[src/rtl/bfr_pkg.sv]
// Package: shared types and helpers for the burst flash read controller.
// Assumes: length code 3 selects an unbounded (continuous) burst.
package bfr_pkg;

    typedef enum logic [2:0] {
        ST_IDLE  = 3'd0,   // deselected, waiting for a request
        ST_ALAT  = 3'd1,   // burst address latch cycle
        ST_LAT   = 3'd2,   // initial latency, flash clock running
        ST_BURST = 3'd3,   // one word per rising flash clock
        ST_AADR  = 3'd4,   // asynchronous address latch cycle
        ST_AWAIT = 3'd5,   // asynchronous output-enable window
        ST_RST   = 3'd6    // flash reset pulse
    } bfr_state_e;

    localparam logic [1:0] LEN_CONT = 2'd3;

    // Word count for a length code; 0 stands for continuous.
    function automatic logic [4:0] len_words(input logic [1:0] code);
        case (code)
            2'd0:    return 5'd4;
            2'd1:    return 5'd8;
            2'd2:    return 5'd16;
            default: return 5'd0;
        endcase
    endfunction

endpackage

[src/rtl/bfr_timer.sv]
// Module: loadable down-counter shared by the latency, asynchronous wait
// and reset-pulse phases. Assumes load and dec are never needed together
// for different purposes; load wins.
module bfr_timer #(
    parameter int W = 4
) (
    input  logic         clk,
    input  logic         rst_n,
    input  logic         load,
    input  logic [W-1:0] load_val,
    input  logic         dec,
    output logic         is_one
);

    logic [W-1:0] cnt_q;

    // Count register: load on phase entry, step down while the phase runs.
    always_ff @(posedge clk) begin
        if (!rst_n)
            cnt_q <= '0;
        else if (load)
            cnt_q <= load_val;
        else if (dec && cnt_q != '0)
            cnt_q <= cnt_q - 1'b1;
    end

    assign is_one = (cnt_q == W'(1));

endmodule

[src/rtl/bfr_seq.sv]
// Module: access sequencer. Owns the phase state, the flash clock,
// the word counter and the capture decision. Assumes cfg inputs are
// stable while an access is running. Abort beats restart beats capture.
module bfr_seq
    import bfr_pkg::*;
#(
    parameter int WAIT_W     = 4,
    parameter int RST_CYCLES = 4,
    parameter int TMR_W      = 4
) (
    input  logic              clk,
    input  logic              rst_n,
    input  logic              req_valid,
    input  logic              req_burst,
    input  logic [1:0]        req_len,
    input  logic [2:0]        cfg_latency,
    input  logic [WAIT_W-1:0] cfg_async_wait,
    input  logic              abort_req,
    input  logic              abort_rst,
    output bfr_state_e        state_o,
    output logic              fl_clk,
    output logic              capture,
    output logic              accept,
    output logic              req_ready
);

    bfr_state_e        state_q, state_d;
    logic              clk_q;
    logic [4:0]        rem_q;
    logic              cont_q;
    logic              tmr_one, tmr_load, tmr_dec;
    logic [TMR_W-1:0]  tmr_val;
    logic              abort_now, rise_now, lat_done, running_d, running_q;
    logic [2:0]        lat_eff;
    logic [WAIT_W-1:0] wait_eff;

    assign lat_eff  = (cfg_latency < 3'd2) ? 3'd2 : cfg_latency;
    assign wait_eff = (cfg_async_wait == '0) ? WAIT_W'(1) : cfg_async_wait;

    assign req_ready = (state_q == ST_IDLE) || (state_q == ST_LAT) || (state_q == ST_BURST);
    assign abort_now = abort_req && (state_q != ST_IDLE) && (state_q != ST_RST);
    assign accept    = req_valid && req_ready && !abort_now;
    assign running_q = (state_q == ST_LAT) || (state_q == ST_BURST);
    assign rise_now  = running_q && !clk_q;
    assign lat_done  = (state_q == ST_LAT) && rise_now && tmr_one;

    // Capture decision: a rising flash edge in the data phase or the last latency edge, or the end of the async window.
    assign capture = !abort_now && !accept &&
                     (((state_q == ST_BURST) && rise_now) || lat_done ||
                      ((state_q == ST_AWAIT) && tmr_one));

    // Timer control: load on entry to a timed phase, count inside it.
    assign tmr_load = accept || (abort_now && abort_rst);
    assign tmr_val  = (abort_now && abort_rst) ? TMR_W'(RST_CYCLES) :
                      (req_burst ? TMR_W'(lat_eff) : TMR_W'(wait_eff));
    assign tmr_dec  = ((state_q == ST_LAT) && rise_now) ||
                      (state_q == ST_AWAIT) || (state_q == ST_RST);

    bfr_timer #(.W(TMR_W)) u_timer (
        .clk      (clk),
        .rst_n    (rst_n),
        .load     (tmr_load),
        .load_val (tmr_val),
        .dec      (tmr_dec),
        .is_one   (tmr_one)
    );

    // Next phase: abort first, then restart or new request, then phase progress.
    always_comb begin
        state_d = state_q;
        if (abort_now)
            state_d = abort_rst ? ST_RST : ST_IDLE;
        else if (accept)
            state_d = req_burst ? ST_ALAT : ST_AADR;
        else begin
            case (state_q)
                ST_ALAT:  state_d = ST_LAT;
                ST_LAT:   if (lat_done) state_d = ST_BURST;
                ST_BURST: if (capture && !cont_q && rem_q == 5'd1) state_d = ST_IDLE;
                ST_AADR:  state_d = ST_AWAIT;
                ST_AWAIT: if (tmr_one) state_d = ST_IDLE;
                ST_RST:   if (tmr_one) state_d = ST_IDLE;
                default:  state_d = ST_IDLE;
            endcase
        end
    end

    assign running_d = (state_d == ST_LAT) || (state_d == ST_BURST);

    // Phase register.
    always_ff @(posedge clk) begin
        if (!rst_n) state_q <= ST_IDLE;
        else        state_q <= state_d;
    end

    // Flash clock: toggles while staying in latency/data phases, parked low otherwise.
    always_ff @(posedge clk) begin
        if (!rst_n)                      clk_q <= 1'b0;
        else if (running_q && running_d) clk_q <= ~clk_q;
        else                             clk_q <= 1'b0;
    end

    // Word counter: loaded with the burst length on accept, decremented per captured word.
    always_ff @(posedge clk) begin
        if (!rst_n) begin
            rem_q  <= '0;
            cont_q <= 1'b0;
        end else if (accept) begin
            rem_q  <= len_words(req_len);
            cont_q <= (req_len == LEN_CONT);
        end else if (capture && rem_q != '0) begin
            rem_q  <= rem_q - 1'b1;
        end
    end

    assign state_o = state_q;
    assign fl_clk  = clk_q;

    AST_REM_LIVE: assert property (@(posedge clk) disable iff (!rst_n)
        (state_q == ST_BURST && !cont_q) |-> (rem_q != '0));
    AST_CLK_ALTERNATES: assert property (@(posedge clk) disable iff (!rst_n)
        clk_q |=> !clk_q);
    AST_ASYNC_NO_CLK: assert property (@(posedge clk) disable iff (!rst_n)
        (state_q == ST_AADR || state_q == ST_AWAIT) |-> !clk_q);
    AST_ABORT_NO_CAPTURE: assert property (@(posedge clk) disable iff (!rst_n)
        abort_now |-> !capture);

endmodule

[src/rtl/bfr_strobe.sv]
// Module: decodes the phase into the active-low flash strobes.
// Assumes phases are registered, so the strobes change only after clock edges.
module bfr_strobe
    import bfr_pkg::*;
(
    input  bfr_state_e state,
    output logic       ce_n,
    output logic       oe_n,
    output logic       avd_n,
    output logic       frst_n
);

    // Strobe decode: select in every access phase, enable only while the flash drives data.
    always_comb begin
        ce_n   = !(state inside {ST_ALAT, ST_LAT, ST_BURST, ST_AADR, ST_AWAIT});
        oe_n   = !(state inside {ST_LAT, ST_BURST, ST_AWAIT});
        avd_n  = !(state inside {ST_ALAT, ST_AADR});
        frst_n = (state != ST_RST);
    end

endmodule

[src/rtl/bflash_rd_ctrl.sv]
// Module: top of the burst flash read controller. Registers the flash
// address on accept and samples returned words. Assumes the flash powers
// up in read-array mode and that fl_dq_i is valid at each sampling edge.
module bflash_rd_ctrl
    import bfr_pkg::*;
#(
    parameter int ADDR_W     = 22,
    parameter int DATA_W     = 16,
    parameter int WAIT_W     = 4,
    parameter int RST_CYCLES = 4
) (
    input  logic              clk,
    input  logic              rst_n,
    input  logic              req_valid,
    input  logic [ADDR_W-1:0] req_addr,
    input  logic [1:0]        req_len,
    input  logic              req_burst,
    output logic              req_ready,
    input  logic [2:0]        cfg_latency,
    input  logic [WAIT_W-1:0] cfg_async_wait,
    input  logic              abort_req,
    input  logic              abort_rst,
    output logic [DATA_W-1:0] rd_data,
    output logic              rd_valid,
    output logic              fl_clk,
    output logic              fl_ce_n,
    output logic              fl_oe_n,
    output logic              fl_we_n,
    output logic              fl_avd_n,
    output logic              fl_rst_n,
    output logic [ADDR_W-1:0] fl_addr,
    input  logic [DATA_W-1:0] fl_dq_i
);

    localparam int RW    = $clog2(RST_CYCLES + 1);
    localparam int T1    = (RW > WAIT_W) ? RW : WAIT_W;
    localparam int TMR_W = (T1 > 3) ? T1 : 3;

    bfr_state_e state;
    logic       capture, accept;

    bfr_seq #(.WAIT_W(WAIT_W), .RST_CYCLES(RST_CYCLES), .TMR_W(TMR_W)) u_seq (
        .clk            (clk),
        .rst_n          (rst_n),
        .req_valid      (req_valid),
        .req_burst      (req_burst),
        .req_len        (req_len),
        .cfg_latency    (cfg_latency),
        .cfg_async_wait (cfg_async_wait),
        .abort_req      (abort_req),
        .abort_rst      (abort_rst),
        .state_o        (state),
        .fl_clk         (fl_clk),
        .capture        (capture),
        .accept         (accept),
        .req_ready      (req_ready)
    );

    bfr_strobe u_strobe (
        .state  (state),
        .ce_n   (fl_ce_n),
        .oe_n   (fl_oe_n),
        .avd_n  (fl_avd_n),
        .frst_n (fl_rst_n)
    );

    assign fl_we_n = 1'b1;

    // Address register: holds the start address presented during the latch cycle.
    always_ff @(posedge clk) begin
        if (!rst_n)      fl_addr <= '0;
        else if (accept) fl_addr <= req_addr;
    end

    // Read-data register: samples the bus on capture and flags it for one cycle.
    always_ff @(posedge clk) begin
        if (!rst_n) begin
            rd_data  <= '0;
            rd_valid <= 1'b0;
        end else begin
            rd_valid <= capture;
            if (capture) rd_data <= fl_dq_i;
        end
    end

    AST_AVD_SINGLE: assert property (@(posedge clk) disable iff (!rst_n)
        !fl_avd_n |=> fl_avd_n);
    AST_AVD_QUIET: assert property (@(posedge clk) disable iff (!rst_n)
        !fl_avd_n |-> (fl_oe_n && !fl_clk && !fl_ce_n));
    AST_CLK_SELECTED: assert property (@(posedge clk) disable iff (!rst_n)
        fl_clk |-> (!fl_ce_n && !fl_oe_n && fl_avd_n));
    AST_RST_DESELECT: assert property (@(posedge clk) disable iff (!rst_n)
        !fl_rst_n |-> (fl_ce_n && fl_oe_n && !fl_clk));
    AST_VALID_PULSE: assert property (@(posedge clk) disable iff (!rst_n)
        rd_valid |=> !rd_valid);
    AST_WORD_AFTER_OE: assert property (@(posedge clk) disable iff (!rst_n)
        rd_valid |-> !$past(fl_oe_n));
    AST_ACCEPT_LATCH: assert property (@(posedge clk) disable iff (!rst_n)
        (req_valid && req_ready && !abort_req) |=> !fl_avd_n);

endmodule

[config.mk]
export PLATFORM = sky130hd
export DESIGN_NAME = bflash_rd_ctrl
export DESIGN_NICKNAME = d
export VERILOG_FILES = /design/src/rtl/bfr_pkg.sv /design/src/rtl/bfr_timer.sv /design/src/rtl/bfr_seq.sv /design/src/rtl/bfr_strobe.sv /design/src/rtl/bflash_rd_ctrl.sv
export SDC_FILE = /design/constraint.sdc
export NUM_CORES = 1
export LEC_CHECK = 0
export BUFFER_PORTS_ARGS = -buffer_cell sky130_fd_sc_hd__buf_2
export CORE_MARGIN = 2
export CORE_UTILIZATION = 40
export CTS_CLUSTER_DIAMETER = 200
export CTS_CLUSTER_SIZE = 30
export DETAILED_ROUTE_END_ITERATION = 10
export PLACE_DENSITY = 0.67
export SYNTH_ARGS = -nofsm -noshare
export SYNTH_HDL_FRONTEND = slang
export SYNTH_SLANG_ARGS = --single-unit
[constraint.sdc]
create_clock -name clk -period 2.8 [get_ports clk]
set_clock_uncertainty 0.2 [all_clocks]
set_input_delay 0.28 -clock clk [delete_from_list [all_inputs] [get_ports clk]]
set_output_delay 0.28 -clock clk [all_outputs]
set_load 0.1 [all_outputs]
After elaboration in Yosys (flattened, before gate mapping)
Cells that the tools add are included.
{"block": "classes", "order_cmp": 1, "addsub": 2, "eq_ne": 14, "bitwise_logic": 1, "n_mux": 17, "n_reduce_logical": 46}
{"operator": "2-to-1 mux 3 bit", "count": 8}
{"operator": "2-to-1 mux 4 bit", "count": 5}
{"operator": "logical AND 1 bit", "count": 17}
{"operator": "one-hot mux 3 bit (5 select lines)", "count": 1}
{"operator": "one-hot mux 5 bit (3 select lines)", "count": 1}
{"operator": "equality test 3 x 2 -> 1 bit (second input constant)", "count": 4}
{"operator": "2-to-1 mux 5 bit", "count": 2}
{"operator": "nonzero test 5 bit", "count": 2}
{"operator": "equality test 3 bit (second input constant)", "count": 3}
{"operator": "logical OR 1 bit", "count": 9}
{"operator": "zero test 1 bit", "count": 7}
{"operator": "nonzero test 2 bit", "count": 3}
{"operator": "nonzero test 3 bit", "count": 2}
{"operator": "equality test 5 x 1 -> 1 bit (second input constant)", "count": 1}
{"operator": "subtractor 5 x 1 -> 5 bit (second input constant)", "count": 1}
{"operator": "equality test 2 bit (second input constant)", "count": 2}
{"operator": "equality test 4 x 1 -> 1 bit (second input constant)", "count": 1}
{"operator": "zero test 4 bit", "count": 1}
{"operator": "nonzero test 4 bit", "count": 1}
{"operator": "subtractor 4 x 1 -> 4 bit (second input constant)", "count": 1}
{"operator": "equality test 3 x 1 -> 1 bit (second input constant)", "count": 1}
{"operator": "zero test 3 bit", "count": 1}
{"operator": "< comparator 3 x 2 -> 1 bit (second input constant)", "count": 1}
{"operator": "inequality test 3 bit (second input constant)", "count": 1}
{"operator": "other kinds (5)", "count": 5}
{"block": "word_totals", "in_bits": 53, "elab_cells": 89, "reg_bits": 53}

Depth between registers and ports, before layout
{"block": "depth", "word_depth": 18, "mapped_depth": 9, "ltp_nobuf": 7}

Cells and area by module
A second synthesis with hierarchy kept.
{"block": "hier_totals", "hier_cells": 280, "area_unflattened_um2": 2660.1}
{"mod": "bflash_rd_ctrl", "cells_each": 127, "n_inst": 1, "area_each_um2": 1503.9}
{"mod": "bfr_seq", "cells_each": 111, "n_inst": 1, "area_each_um2": 832.0}
{"mod": "bfr_timer", "cells_each": 35, "n_inst": 1, "area_each_um2": 271.5}
{"mod": "bfr_strobe", "cells_each": 7, "n_inst": 1, "area_each_um2": 52.6}

Worst setup path after synthesis
Ideal clock, no wire load.
{"block": "synth_timing", "kind": "flip-flop to output port", "from": "reg u_seq.state_q[0] (netlist: u_seq.state_o[0])", "to": "out fl_oe_n", "path_stages_with_launch": 3, "t_required_ns": 2.320, "arrival_ns": 2.049, "slack_ns": 0.271, "cell_sequence": "dfxtp_1 > clkbuf_1 > a21oi_1"}
{"block": "synth_between", "elab_chain_len": 3}
{"item": "from (decl)", "line_no": "bfr_seq.sv:27", "rtl": "bfr_state_e state_q, state_d;"}
{"item": "from (signal assigned)", "line_no": "bfr_seq.sv:93", "rtl": "else state_q <= state_d;"}
{"item": "equality test 3 x 2 -> 1 bit / equality test 3 bit (equally long branches)", "line_no": "bfr_strobe.sv:16", "rtl": "oe_n = !(state inside {ST_LAT, ST_BURST, ST_AWAIT});"}
{"item": "nonzero test 3 bit *", "line_no": "bfr_strobe.sv:16"}
{"item": "zero test 1 bit *", "line_no": "bfr_strobe.sv:16"}
{"item": "to (decl)", "line_no": "bflash_rd_ctrl.sv:27", "rtl": "output logic fl_oe_n,"}
Mark *: on every way between the ends. The rest lies on a longest branch, timed or not.

Final worst setup path
{"block": "layout_timing", "from": "reg u_seq.state_q[2] (netlist: u_seq.state_o[2])", "to": "reg u_seq.rem_q[4]"}
{"block": "layout_between", "elab_chain_len": 10}
{"item": "equality test 3 x 2 -> 1 bit, or another cell as far along", "line_no": "bfr_seq.sv:40, bfr_seq.sv:43, bfr_seq.sv:45"}
{"item": "logical OR 1 bit, or another cell as far along (2 in series)", "line_no": "bfr_seq.sv:40", "rtl": "assign req_ready = (state_q == ST_IDLE) || (state_q == ST_LAT) || (state_q == ST_BURST);"}
{"item": "logical AND 1 bit, or another cell as far along", "line_no": "bfr_seq.sv:42", "rtl": "assign accept = req_valid && req_ready && !abort_now;"}
{"item": "logical AND 1 bit (on tied branches)", "line_no": "bfr_seq.sv:42, bfr_seq.sv:45"}
{"item": "zero test 1 bit / logical OR 1 bit (equally long branches)", "line_no": "bfr_seq.sv:48, bfr_seq.sv:49"}
{"item": "logical AND 1 bit / logical OR 1 bit (equally long branches)", "line_no": "bfr_seq.sv:48, bfr_seq.sv:49"}
{"item": "logical AND 1 bit", "line_no": "bfr_seq.sv:48", "rtl": "assign capture = !abort_now && !accept &&"}
{"item": "logical AND 1 bit", "line_no": "bfr_seq.sv:111", "rtl": "end else if (capture && rem_q != '0) begin"}
{"item": "nonzero test 2 bit (no source line)"}
{"item": "to (signal assigned)", "line_no": "bfr_seq.sv:109", "rtl": "rem_q <= len_words(req_len);"}
{"item": "to (signal assigned)", "line_no": "bfr_seq.sv:112", "rtl": "rem_q <= rem_q - 1'b1;"}
{"item": "to (decl)", "line_no": "bfr_seq.sv:29", "rtl": "logic [4:0] rem_q;"}
Several ways; a longest one is shown, not always the timed one.
A chain may end at the register's enable or synchronous reset.

==> results.md <==
- Post-synth net total: 352
- Worst EP required: 2.80 ns
- Initial antenna violation count: 0
- Worst-path clk slew: 0.10 ns
- Residual overflow from global routing: 0
- Initial Utilization: 0.414
- Arrival time of data at the critical path endpoint: 2.24 ns
- DP Wirelength: 4.11 mm
- Routed Antenna Nets: 0
- Number of global-route vias before repair: 2128
- Prevailing post-synth register cell: dfxtp_1
- Mean instance size in the synthesized netlist: 8.30 um^2
- Worst Setup Path Type: flip-flop to flip-flop
- Area added between synthesis and finish: 27.4%
- Worst Max-Slew Pin Slew: 0.909 ns
- Max IR drop VDD: 0.000457 V
- Number of max-capacitance violations reported: 0
- Width of the die: 82.3 um
- Drt via density: 5.04
- Clock sink count: 53
- GRT Overall Usage: 0.170
- Detailed Route WL: 5.77 mm
- Core area: 5920 um^2
- Area used by sequential logic in the layout: 1060 um^2
- Die area: 6770 um^2
- DRT Pass-1 Iters: 4
- Clock latency on the worst-skew pair: 0.30 ns
- RSZ-0062 raised after global routing: false
- Total number of H-tree levels: 2
- Synth top area share: 0.433
- Power per standard cell area: 836 nW/um^2
- Vertical extent of the die: 82.3 um
- Cell Area, Synth: 2450 um^2
- Sort of element at the start of the critical path: flip-flop
- Largest net degree at the start of global routing: 46
- Clock tree from TritonCTS: yes
- Global-route wire length before repair: 9.07 mm
- Antenna Cells: 0
- Row cnt: 28
- Dominant cell type by area after synthesis: dfxtp_1
- Drc violations: 0
- Number of distinct library cells after synthesis: 54
- Worst setup EP type: flip-flop
- Top cells by area, synth: dfxtp_1, nand2_1, mux2i_1
- Area taken by multi-input logic gates: 1260 um^2
- Largest buffer count on any clock path: 2
- Share of cells above drive strength 1: 0.316
- Final layout net count: 449
- Sequential fraction of the synthesis area: 0.433
- Worst-path maximum fanout: 15
- Share of async-settable or async-resettable flops after synthesis: 0
- Fmax: 0.446 GHz
- Routability Congestion: 0.798
- Core utilization of the finished layout: 0.527
- Worst min path class: input pin to flip-flop
- Setup Total Neg Slack: 0 ns
- Fillers: 615
- Post-synthesis cell count: 295
- Post CTS Setup Buffer Count: 0
- Min Clock Period, post-route: 2.24 ns
- Root buffer cell: clkbuf_8
- Normalized max-slew margin: 0.394
- Per-cell routed wire length: 12.3 um
- Synthesis-stage register bit count: 53
- I/O Buffers: 97
- Total of warnings raised by yosys: 0
- Number of clock buffers inserted by TritonCTS: 5
- Count of boundary I/O pins: 99
- Via count of the routed design: 2357
- Number of synthesized flops with an enable pin: 0
- Number of pins with negative max-slew slack in the final report: 0
- Share of the cycle needed by the critical path after routing: 0.801
- Static Leak: 0.00153 uW
- Outcome: finished, final reports clean
- Hold Fails Final Rpt: 0
- Count of endpoints failing setup in the final report: 0
- Count of routing violations after the opening detailed-route iteration: 79
## layer usage
metal	global-route usage	vias to the layer above	share of wire
li1	-	1205	-
met1	0.189	1084	0.43
met2	0.310	64	0.49
met3	0.0587	4	0.068
met4	0.0400	0	0.0073
met5	0	-	0
## per-stage QoR
stage / std cells / setup WS (ns) / power (uW) / hold WS (ns) / cell area, um^2
6_report: 468 / 0.557 / 2610 / 0.00627 / 3120
5_1_grt: 468 / 0.319 / 2770 / 0.00556 / 3120
4_1_cts: 468 / 0.542 / 2650 / 0.000351 / 3120
3_5_place_dp: 454 / 0.565 / 2210 / 0.246 / 2970
3_3_place_gp: 454 / 0.600 / 2200 / 0.239 / 2970
2_1_floorplan: 295 / 0.271 / 1990 / 0.216 / 2450
## what timing repair did
action                                 CTS  global route
setup endpoints to repair                0             0
resized for setup                        0             0
hold buffers                             6             0
endpoints found under the hold margin    6             0
## layout make-up
type,instances,share of cell area
timing repair buffer,108,0.187
multi-input combinational,215,0.404
clock inverter,2,0.00481
clock buffer,6,0.0232
sequential,53,0.340
tap,75,0.0301
inverter,9,0.0108
## cell usage after synthesis (4+ instances only)
| library cell | count |
|---|---|
| a21oi_1 | 31 |
| buf_2 | 4 |
| clkbuf_1 | 7 |
| dfxtp_1 | 53 |
| ha_1 | 4 |
| inv_1 | 7 |
| mux2i_1 | 19 |
| nand2_1 | 56 |
| nand2b_1 | 4 |
| nand3_1 | 7 |
| nor2_1 | 26 |
| nor3_1 | 4 |
| o21ai_0 | 9 |
| or3_1 | 6 |
## final timing paths
path | startpoint | slack (ns) | depth (start not counted) | to
min | fl_dq_i[14] | 0.006 | 3 | rd_data[14]$_SDFFE_PN0N_
max | u_seq.state_o[2]$_SDFF_PN0_ | 0.56 | 5 | u_seq.rem_q[4]$_SDFFE_PN0P_
min reg2reg | fl_addr[13]$_SDFFE_PN0P_ | 0.26 | 2 | fl_addr[13]$_SDFFE_PN0P_
max reg2reg | u_seq.state_o[2]$_SDFF_PN0_ | 0.56 | 5 | u_seq.rem_q[4]$_SDFFE_PN0P_
## kinds of logic (layout without fill, tap and decap cells)
logic type / after synthesis / in the layout / synth area share
AO/OA/AOI/OAI: 66 / 66 / 0.170
XOR/XNOR: 2 / 2 / 0.00715
adder cells (fa/ha/maj): 4 / 4 / 0.0204
buffers and inverters: 27 / 125 / 0.0541
flip-flops: 53 / 53 / 0.433
multiplexers: 20 / 20 / 0.0822
other: 1 / 1 / 0.00153
AND/OR/NAND/NOR: 122 / 122 / 0.231
## registers in the layout (all words and copies together), names as in the netlist
signal,cells
u_seq.u_timer.cnt_q,4
rd_data,16
rd_valid,1
u_seq.rem_q,5
fl_addr,22
u_seq.fl_clk,1
u_seq.cont_q,1
u_seq.state_o,3
## worst max-delay path: stages (launching register included)
cell and delay, ns:
dfxtp_1 0.62, nor2b_2 0.35, and3_1 0.27, o221ai_2 0.14, or3_1 0.32, a41o_1 0.24
## layout by cell type (no fill, tap or decap), drive strengths merged, types with 6 or more instances in the layout
| cell | n |
|---|---|
| clkbuf | 6 |
| nand3 | 7 |
| buf | 102 |
| inv | 9 |
| dlygate4sd3 | 6 |
| nor2 | 26 |
| a21oi | 33 |
| nand2 | 56 |
| dfxtp | 53 |
| mux2i | 19 |
| or3 | 6 |
| o21ai | 10 |
## power breakdown
part	leakage [uW]	switching (uW)	internal [uW]
clock network	0.0000374	242	177
registers	0.000432	73.1	842
logic	0.00106	989	289
total	0.00153	1300	1310
Note: power is estimated with default switching activity, not from simulation.
